==> config.mk <==
export PLATFORM = sky130hd
export DESIGN_NAME = nor_ctl_front
export DESIGN_NICKNAME = d
export VERILOG_FILES = /design/src/rtl/nfe_pkg.sv /design/src/rtl/nfe_rst_seq.sv /design/src/rtl/nfe_lane_map.sv /design/src/rtl/nfe_op_track.sv /design/src/rtl/nor_ctl_front.sv
export SDC_FILE = /design/constraint.sdc
export NUM_CORES = 1
export LEC_CHECK = 0
export ABC_AREA = 0
export BUFFER_PORTS_ARGS = -buffer_cell sky130_fd_sc_hd__buf_4
export CAP_MARGIN = 20
export CORE_ASPECT_RATIO = 0.5
export CORE_MARGIN = 1
export CORE_UTILIZATION = 45
export DETAILED_ROUTE_END_ITERATION = 12
export PLACE_DENSITY_LB_ADDON = 0.3
export SLEW_MARGIN = 30
export SYNTH_ARGS = -nofsm -noshare
export SYNTH_HDL_FRONTEND = slang
export SYNTH_HIERARCHICAL = 1
export SYNTH_SLANG_ARGS = --single-unit
==> constraint.sdc <==
create_clock -name clk -period 3.2 [get_ports clk]
set_input_delay 0.64 -clock clk [delete_from_list [all_inputs] [get_ports clk]]
set_output_delay 0.64 -clock clk [all_outputs]
set_load 0.1 [all_outputs]
==> src/rtl/nfe_pkg.sv <==
`timescale 1ns/1ps
package nfe_pkg;
  localparam int DQ_W   = 16;
  localparam int BYTE_W = 8;

  typedef enum logic [2:0] {
    S_RUN   = 3'd0,
    S_LOW   = 3'd1,
    S_READY = 3'd2,
    S_HELD  = 3'd3,
    S_REC   = 3'd4
  } rst_state_e;
endpackage

==> src/rtl/nfe_rst_seq.sv <==
`timescale 1ns/1ps
module nfe_rst_seq
  import nfe_pkg::*;
#(
  parameter int unsigned T_RP    = 8,
  parameter int unsigned T_RH    = 5,
  parameter int unsigned T_READY = 4
) (
  input  logic clk,
  input  logic rst_n,
  input  logic pin_n,
  output logic qualify,
  output logic sm_ready,
  output logic access_ok
);
  localparam int unsigned T_M1  = (T_RP > T_RH) ? T_RP : T_RH;
  localparam int unsigned T_MAX = (T_M1 > T_READY) ? T_M1 : T_READY;
  localparam int unsigned CW    = $clog2(T_MAX + 1);
  localparam logic [CW-1:0] RP_LAST  = CW'(T_RP - 1);
  localparam logic [CW-1:0] RH_LAST  = CW'(T_RH - 1);
  localparam logic [CW-1:0] RDY_LAST = CW'(T_READY - 1);
  localparam logic [CW-1:0] ONE      = CW'(1);

  rst_state_e    state_q, state_d;
  logic [CW-1:0] cnt_q, cnt_d;

  // next state
  always_comb begin
    state_d = state_q;
    cnt_d   = cnt_q;
    qualify = 1'b0;
    unique case (state_q)
      S_RUN: begin
        if (!pin_n) begin
          state_d = S_LOW;
          cnt_d   = ONE;
        end
      end
      S_LOW: begin
        if (pin_n) begin
          state_d = S_RUN;
          cnt_d   = '0;
        end else if (cnt_q == RP_LAST) begin
          qualify = 1'b1;
          state_d = S_READY;
          cnt_d   = '0;
        end else begin
          cnt_d = cnt_q + ONE;
        end
      end
      S_READY: begin
        if (cnt_q == RDY_LAST) begin
          state_d = S_HELD;
          cnt_d   = '0;
        end else begin
          cnt_d = cnt_q + ONE;
        end
      end
      S_HELD: begin
        if (pin_n) begin
          state_d = S_REC;
          cnt_d   = ONE;
        end
      end
      S_REC: begin
        if (!pin_n) begin
          state_d = S_LOW;
          cnt_d   = ONE;
        end else if (cnt_q == RH_LAST) begin
          state_d = S_RUN;
          cnt_d   = '0;
        end else begin
          cnt_d = cnt_q + ONE;
        end
      end
      default: begin
        state_d = S_RUN;
        cnt_d   = '0;
      end
    endcase
  end

  // registers
  always_ff @(posedge clk or negedge rst_n) begin
    if (!rst_n) begin
      state_q <= S_RUN;
      cnt_q   <= '0;
    end else begin
      state_q <= state_d;
      cnt_q   <= cnt_d;
    end
  end

  assign sm_ready  = (state_q != S_READY);
  assign access_ok = (state_q == S_RUN);
endmodule

==> src/rtl/nfe_lane_map.sv <==
`timescale 1ns/1ps
module nfe_lane_map
  import nfe_pkg::*;
#(
  parameter int unsigned AW = 20
) (
  input  logic              word_mode,
  input  logic              bus_ok,
  input  logic              rd_req,
  input  logic              wr_req,
  input  logic [AW-1:0]     a_in,
  input  logic [DQ_W-1:0]   dq_in,
  input  logic [DQ_W-1:0]   arr_rdata,
  output logic [DQ_W-1:0]   dq_out,
  output logic [DQ_W-1:0]   dq_oe,
  output logic [AW:0]       arr_addr,
  output logic              cmd_valid,
  output logic [BYTE_W-1:0] cmd_byte,
  output logic [DQ_W-1:0]   wr_data
);
  logic rd_en;
  logic lsb;

  assign rd_en    = rd_req & bus_ok;
  assign lsb      = word_mode ? 1'b0 : dq_in[DQ_W-1];
  assign arr_addr = {a_in, lsb};

  // low lanes: in byte mode pick the half selected by the borrowed address bit
  // high lanes: driven only in word mode
  for (genvar i = 0; i < DQ_W; i++) begin : g_lane
    if (i < BYTE_W) begin : g_lo
      logic val;
      assign val       = (word_mode || !lsb) ? arr_rdata[i] : arr_rdata[i+BYTE_W];
      assign dq_oe[i]  = rd_en;
      assign dq_out[i] = rd_en & val;
    end else begin : g_hi
      assign dq_oe[i]  = rd_en & word_mode;
      assign dq_out[i] = rd_en & word_mode & arr_rdata[i];
    end
  end

  assign cmd_valid = wr_req & bus_ok;
  assign cmd_byte  = dq_in[BYTE_W-1:0];
  assign wr_data   = word_mode ? dq_in : {{(DQ_W-BYTE_W){1'b0}}, dq_in[BYTE_W-1:0]};
endmodule

==> src/rtl/nfe_op_track.sv <==
`timescale 1ns/1ps
module nfe_op_track #(
  parameter int unsigned AW = 20
) (
  input  logic        clk,
  input  logic        rst_n,
  input  logic        bus_ok,
  input  logic        embed_start,
  input  logic        embed_done,
  input  logic [AW:0] op_addr,
  input  logic        qualify,
  output logic        embed_busy,
  output logic        embed_abort,
  output logic        corrupt_flag,
  output logic [AW:0] corrupt_addr
);
  logic        busy_q, busy_d;
  logic        abort_q, abort_d;
  logic        cflag_q, cflag_d;
  logic        accept;
  logic        hit;
  logic [AW:0] addr_q;
  logic [AW:0] caddr_q;

  assign accept = embed_start & bus_ok & ~busy_q;
  assign hit    = qualify & busy_q;

  always_comb begin
    busy_d  = busy_q;
    abort_d = hit;
    cflag_d = cflag_q | hit;
    if (qualify || embed_done) begin
      busy_d = 1'b0;
    end else if (accept) begin
      busy_d = 1'b1;
    end
  end

  always_ff @(posedge clk or negedge rst_n) begin
    if (!rst_n) begin
      busy_q  <= 1'b0;
      abort_q <= 1'b0;
      cflag_q <= 1'b0;
    end else begin
      busy_q  <= busy_d;
      abort_q <= abort_d;
      cflag_q <= cflag_d;
    end
  end

  // address capture registers with explicit enables
  always_ff @(posedge clk or negedge rst_n) begin
    if (!rst_n) begin
      addr_q <= '0;
    end else if (accept && !qualify) begin
      addr_q <= op_addr;
    end
  end

  always_ff @(posedge clk or negedge rst_n) begin
    if (!rst_n) begin
      caddr_q <= '0;
    end else if (hit) begin
      caddr_q <= addr_q;
    end
  end

  assign embed_busy   = busy_q;
  assign embed_abort  = abort_q;
  assign corrupt_flag = cflag_q;
  assign corrupt_addr = caddr_q;
endmodule

==> src/rtl/nor_ctl_front.sv <==
`timescale 1ns/1ps
module nor_ctl_front
  import nfe_pkg::*;
#(
  parameter int unsigned AW      = 20,
  parameter int unsigned T_RP    = 8,
  parameter int unsigned T_RH    = 5,
  parameter int unsigned T_READY = 4
) (
  input  logic              clk,
  input  logic              rst_n,
  input  logic              rst_pin_n,
  input  logic              word_mode,
  input  logic [AW-1:0]     a_in,
  input  logic [DQ_W-1:0]   dq_in,
  output logic [DQ_W-1:0]   dq_out,
  output logic [DQ_W-1:0]   dq_oe,
  input  logic              rd_req,
  input  logic              wr_req,
  input  logic [DQ_W-1:0]   arr_rdata,
  output logic [AW:0]       arr_addr,
  output logic              cmd_valid,
  output logic [BYTE_W-1:0] cmd_byte,
  output logic [DQ_W-1:0]   wr_data,
  input  logic              embed_start,
  input  logic              embed_done,
  output logic              embed_busy,
  output logic              embed_abort,
  output logic              sm_ready,
  output logic              access_ok,
  output logic              corrupt_flag,
  output logic [AW:0]       corrupt_addr
);
  logic qualify;
  logic bus_ok;

  // pin low forces standby at once, independent of the sampled state
  assign bus_ok = access_ok & rst_pin_n;

  nfe_rst_seq #(.T_RP(T_RP), .T_RH(T_RH), .T_READY(T_READY)) u_seq (
    .clk       (clk),
    .rst_n     (rst_n),
    .pin_n     (rst_pin_n),
    .qualify   (qualify),
    .sm_ready  (sm_ready),
    .access_ok (access_ok)
  );

  nfe_lane_map #(.AW(AW)) u_map (
    .word_mode (word_mode),
    .bus_ok    (bus_ok),
    .rd_req    (rd_req),
    .wr_req    (wr_req),
    .a_in      (a_in),
    .dq_in     (dq_in),
    .arr_rdata (arr_rdata),
    .dq_out    (dq_out),
    .dq_oe     (dq_oe),
    .arr_addr  (arr_addr),
    .cmd_valid (cmd_valid),
    .cmd_byte  (cmd_byte),
    .wr_data   (wr_data)
  );

  nfe_op_track #(.AW(AW)) u_trk (
    .clk          (clk),
    .rst_n        (rst_n),
    .bus_ok       (bus_ok),
    .embed_start  (embed_start),
    .embed_done   (embed_done),
    .op_addr      (arr_addr),
    .qualify      (qualify),
    .embed_busy   (embed_busy),
    .embed_abort  (embed_abort),
    .corrupt_flag (corrupt_flag),
    .corrupt_addr (corrupt_addr)
  );
endmodule

==> run_results.csv <==
group,metric,value,unit
outcome,status,"finished clean",
die,start_util,0.480,
sta,skew,5.30,ps
synthesis,synth.distinct_cells,46,
detailed_routing,wl,6180,um
synthesis,synthCells,261,
flow_run,maxCapViolations,0,
setup_path,crit_arrival,2360,ps
place,dp.cells,426,
die,rows,20,
setup_path,cp.required,2560,ps
setup_path,r2r_end,"u_trk/addr_q[20]",
cts,clkTransAtPathRegs,70,ps
synthesis,syn_nets,323,
cts,cts_max_level,2,
sta,fmax,0.333,GHz
cts,clock_sinks,52,
setup_path,r2r_setup_slack,890,ps
synthesis,synth_area_per_cell,11.5,um2
sta,fin_crit,3000,ps
die,ios,164,
global_route,grt_pass1_vias,2087,
detailed_routing,drt_iter0_markers,70,
setup_path,cp_slowest_cell,"dfrtp_1",
power_and_ir_drop,power_density,594,mW/mm2
power_and_ir_drop,share_seq_of_total_power,0.398,
synthesis,synth-seq-cells,52,
finish,antenna_cells,0,
place,dp_hpwl,4620,um
sta,tightest_slew,645,ps
sta,setup_viol,0,
global_route,grtUsageTotal,0.176,
sta,final.setup.worst_slack,200,ps
finish,final_cells,434,
place,port_buffers,139,
sta,slew_violations,0,
cts,cts-root-buf,"clkbuf_16",
setup_path,cp_cell_sequence,"or2_2, nor2_4, and2_1, and3_2, and2_4, buf_4",
detailed_routing,avgViaCountPerCell,4.85,
die,dieHeight,59.8,um
cts,tritoncts,"built",
synthesis,netlist_top_cells_count,"52 x buf_4, 52 x dfrtp_1, 22 x mux2_2, 21 x nand2_1, 20 x mux2_4",
worst_hold_path,hold_class,"primary input to asynchronous set/reset pin",
setup_path,worstSetupEndpointType,"output pin",
setup_path,cpPeakStageDelay,480,ps
detailed_routing,drtPass1Iterations,4,
setup_path,cp-start-kind,"flop",
synthesis,synth_top_area_share,0.433,
cts,clk-insertion-delay-late,280,ps
power_and_ir_drop,swShare,0.370,
synthesis,synth_area,0.00300,mm2
global_route,overflow,0,
detailed_routing,via_count,2103,
die,die-area,0.00702,mm2
synthesis,synthTopCellsByArea,"dfrtp_1 43%, buf_4 13%, mux2_4 10%",
synthesis,synth.largest_area_cell,"dfrtp_1",
finish,fill_cells,519,
power_and_ir_drop,comb_power_share,0.372,
power_and_ir_drop,peakVddDrop,0.341,mV
synthesis,synth_edf_count,0,
cts,cts_max_path_buffers,2,
power_and_ir_drop,intPower,1.45,mW
die,core_area,0.00626,mm2
sta,min_period_over_period,0.937,
die,die_width,118,um
detailed_routing,wl_per_cell,14.2,um
place,gp_congestion,0.909,
sta,slew_headroom,0.570,
detailed_routing,drc,0,
synthesis,synth-main-ff-cell,"dfrtp_1",
finish,area_growth,28.9,%
global_route,antenna_found_initial,0,
synthesis,ys_warn_count,6,
cts,cts_inserted_buffers,5,
cts,cts_resized,0,
sta,hold_viol,0,
detailed_routing,final_antenna_net_count,0,
synthesis,async_flop_share,1.00,
cts,cts_hold_buf,0,
power_and_ir_drop,leakage,2.03,nW
finish,nNetsFinal,407,
power_and_ir_drop,finalPower,2.30,mW
finish,final_util,0.619,
synthesis,ys_seq_area_frac,0.433,
power_and_ir_drop,clkPwrFrac,0.229,
global_route,grt_pass1_wl,9820,um
setup_path,cp_num_buf_inv,1,
setup_path,r2r_cells,5,
finish,drive_gt1_frac,0.653,
global_route,grt_start_max_net_pins,53,
setup_path,path_delay_family,"simple AND/OR/NAND/NOR gates",
place,pre_cts_slack,326,ps
setup_path,reg2reg_from,"u_seq/state_q[1]",
cts,post_cts_buffers,0,
setup_path,critPathKind,"flop to output pin",
sta,rsz0062_at_grt,"no",
power_and_ir_drop,p_sw,0.850,mW
setup_path,crit_fanout,16,
## state kept, by name (all words and copies together) (netlist names)
name	flops
u_seq/cnt_q	4
u_seq/state_q	3
u_trk/corrupt_flag	1
u_trk/embed_busy	1
u_trk/embed_abort	1
u_trk/corrupt_addr	21
u_trk/addr_q	21
## final cells by class
cell class	instances	area [um2]	share of cell area
inverter	5	23.8	0.00614
clock inverter	3	22.5	0.00582
timing repair buffer	140	1050	0.271
clock buffer	5	125	0.0323
tap	88	110	0.0284
multi-input combinational	141	1240	0.320
sequential	52	1300	0.336
## kinds of logic after synthesis
kind of cell / Yosys count / share of synthesized area
muxes: 43 / 0.186
adders and majority gates: 2 / 0.00833
buffers and inverters: 68 / 0.175
and+or+nand+nor: 69 / 0.136
AOI/OAI and AO/OA: 27 / 0.0612
DFF: 52 / 0.433
## metal layers
metal / share of wire / up-vias / GRT usage
li1: - / 1002 / -
met1: 0.41 / 1007 / 0.198
met2: 0.50 / 79 / 0.334
met3: 0.072 / 15 / 0.0525
met4: 0.016 / 0 / 0.0495
met5: 0 / - / 0
## worst register-to-register path: cells and delay by family, from the launching register on
kind	cells	cell delay, ps
AND/OR/NAND/NOR	4	1310
multiplexers	1	400
flip-flops	1	480
## power groups by stage
stage	logic (mW)	clock network, mW	registers (mW)
after global routing	0.902	0.571	0.939
after CTS	0.861	0.538	0.916
after detailed placement	0.859	0	0.926
after floorplan	0.806	0	0.918
final	0.856	0.527	0.916
after global placement	0.843	0	0.914
## through the flow
step                setup TNS, ps  hold WS, ps  area (um2)
detailed placement              0          457        3720
global route                    0          427        3870
global placement                0          452        3720
CTS                             0          405        3870
finish                          0          380        3870
floorplan                   -1410          344        3060
## cells in the final DEF, fill, tap and decap left out, types with 3 or more instances in the layout
cell,netlist,final
a21oi_1,11,3
a21oi_2,0,8
and2_1,11,3
and2_2,8,8
and2_4,0,8
buf_4,52,140
clkbuf_16,0,5
dfrtp_1,52,52
inv_1,4,4
mux2_2,22,22
mux2_4,20,20
nand2_1,21,20
nand2b_1,4,4
nor2_1,7,6
o22ai_1,3,3
## how the worst max path moves through the flow
| stage | startpoint | end | cells past startpoint |
|---|---|---|---|
| 2_1_floorplan | u_seq/state_q[1] | dq_out[0] | 6 |
| 3_3_place_gp | u_seq/state_q[1] | dq_out[8] | 6 |
| 6_report | u_seq/state_q[1] | dq_out[8] | 6 |
| 5_1_grt | u_seq/state_q[1] | dq_out[10] | 6 |
| 3_5_place_dp | u_seq/state_q[1] | dq_out[8] | 6 |
| 4_1_cts | u_seq/state_q[1] | dq_out[8] | 6 |
Note: power is estimated with default switching activity, not from simulation.
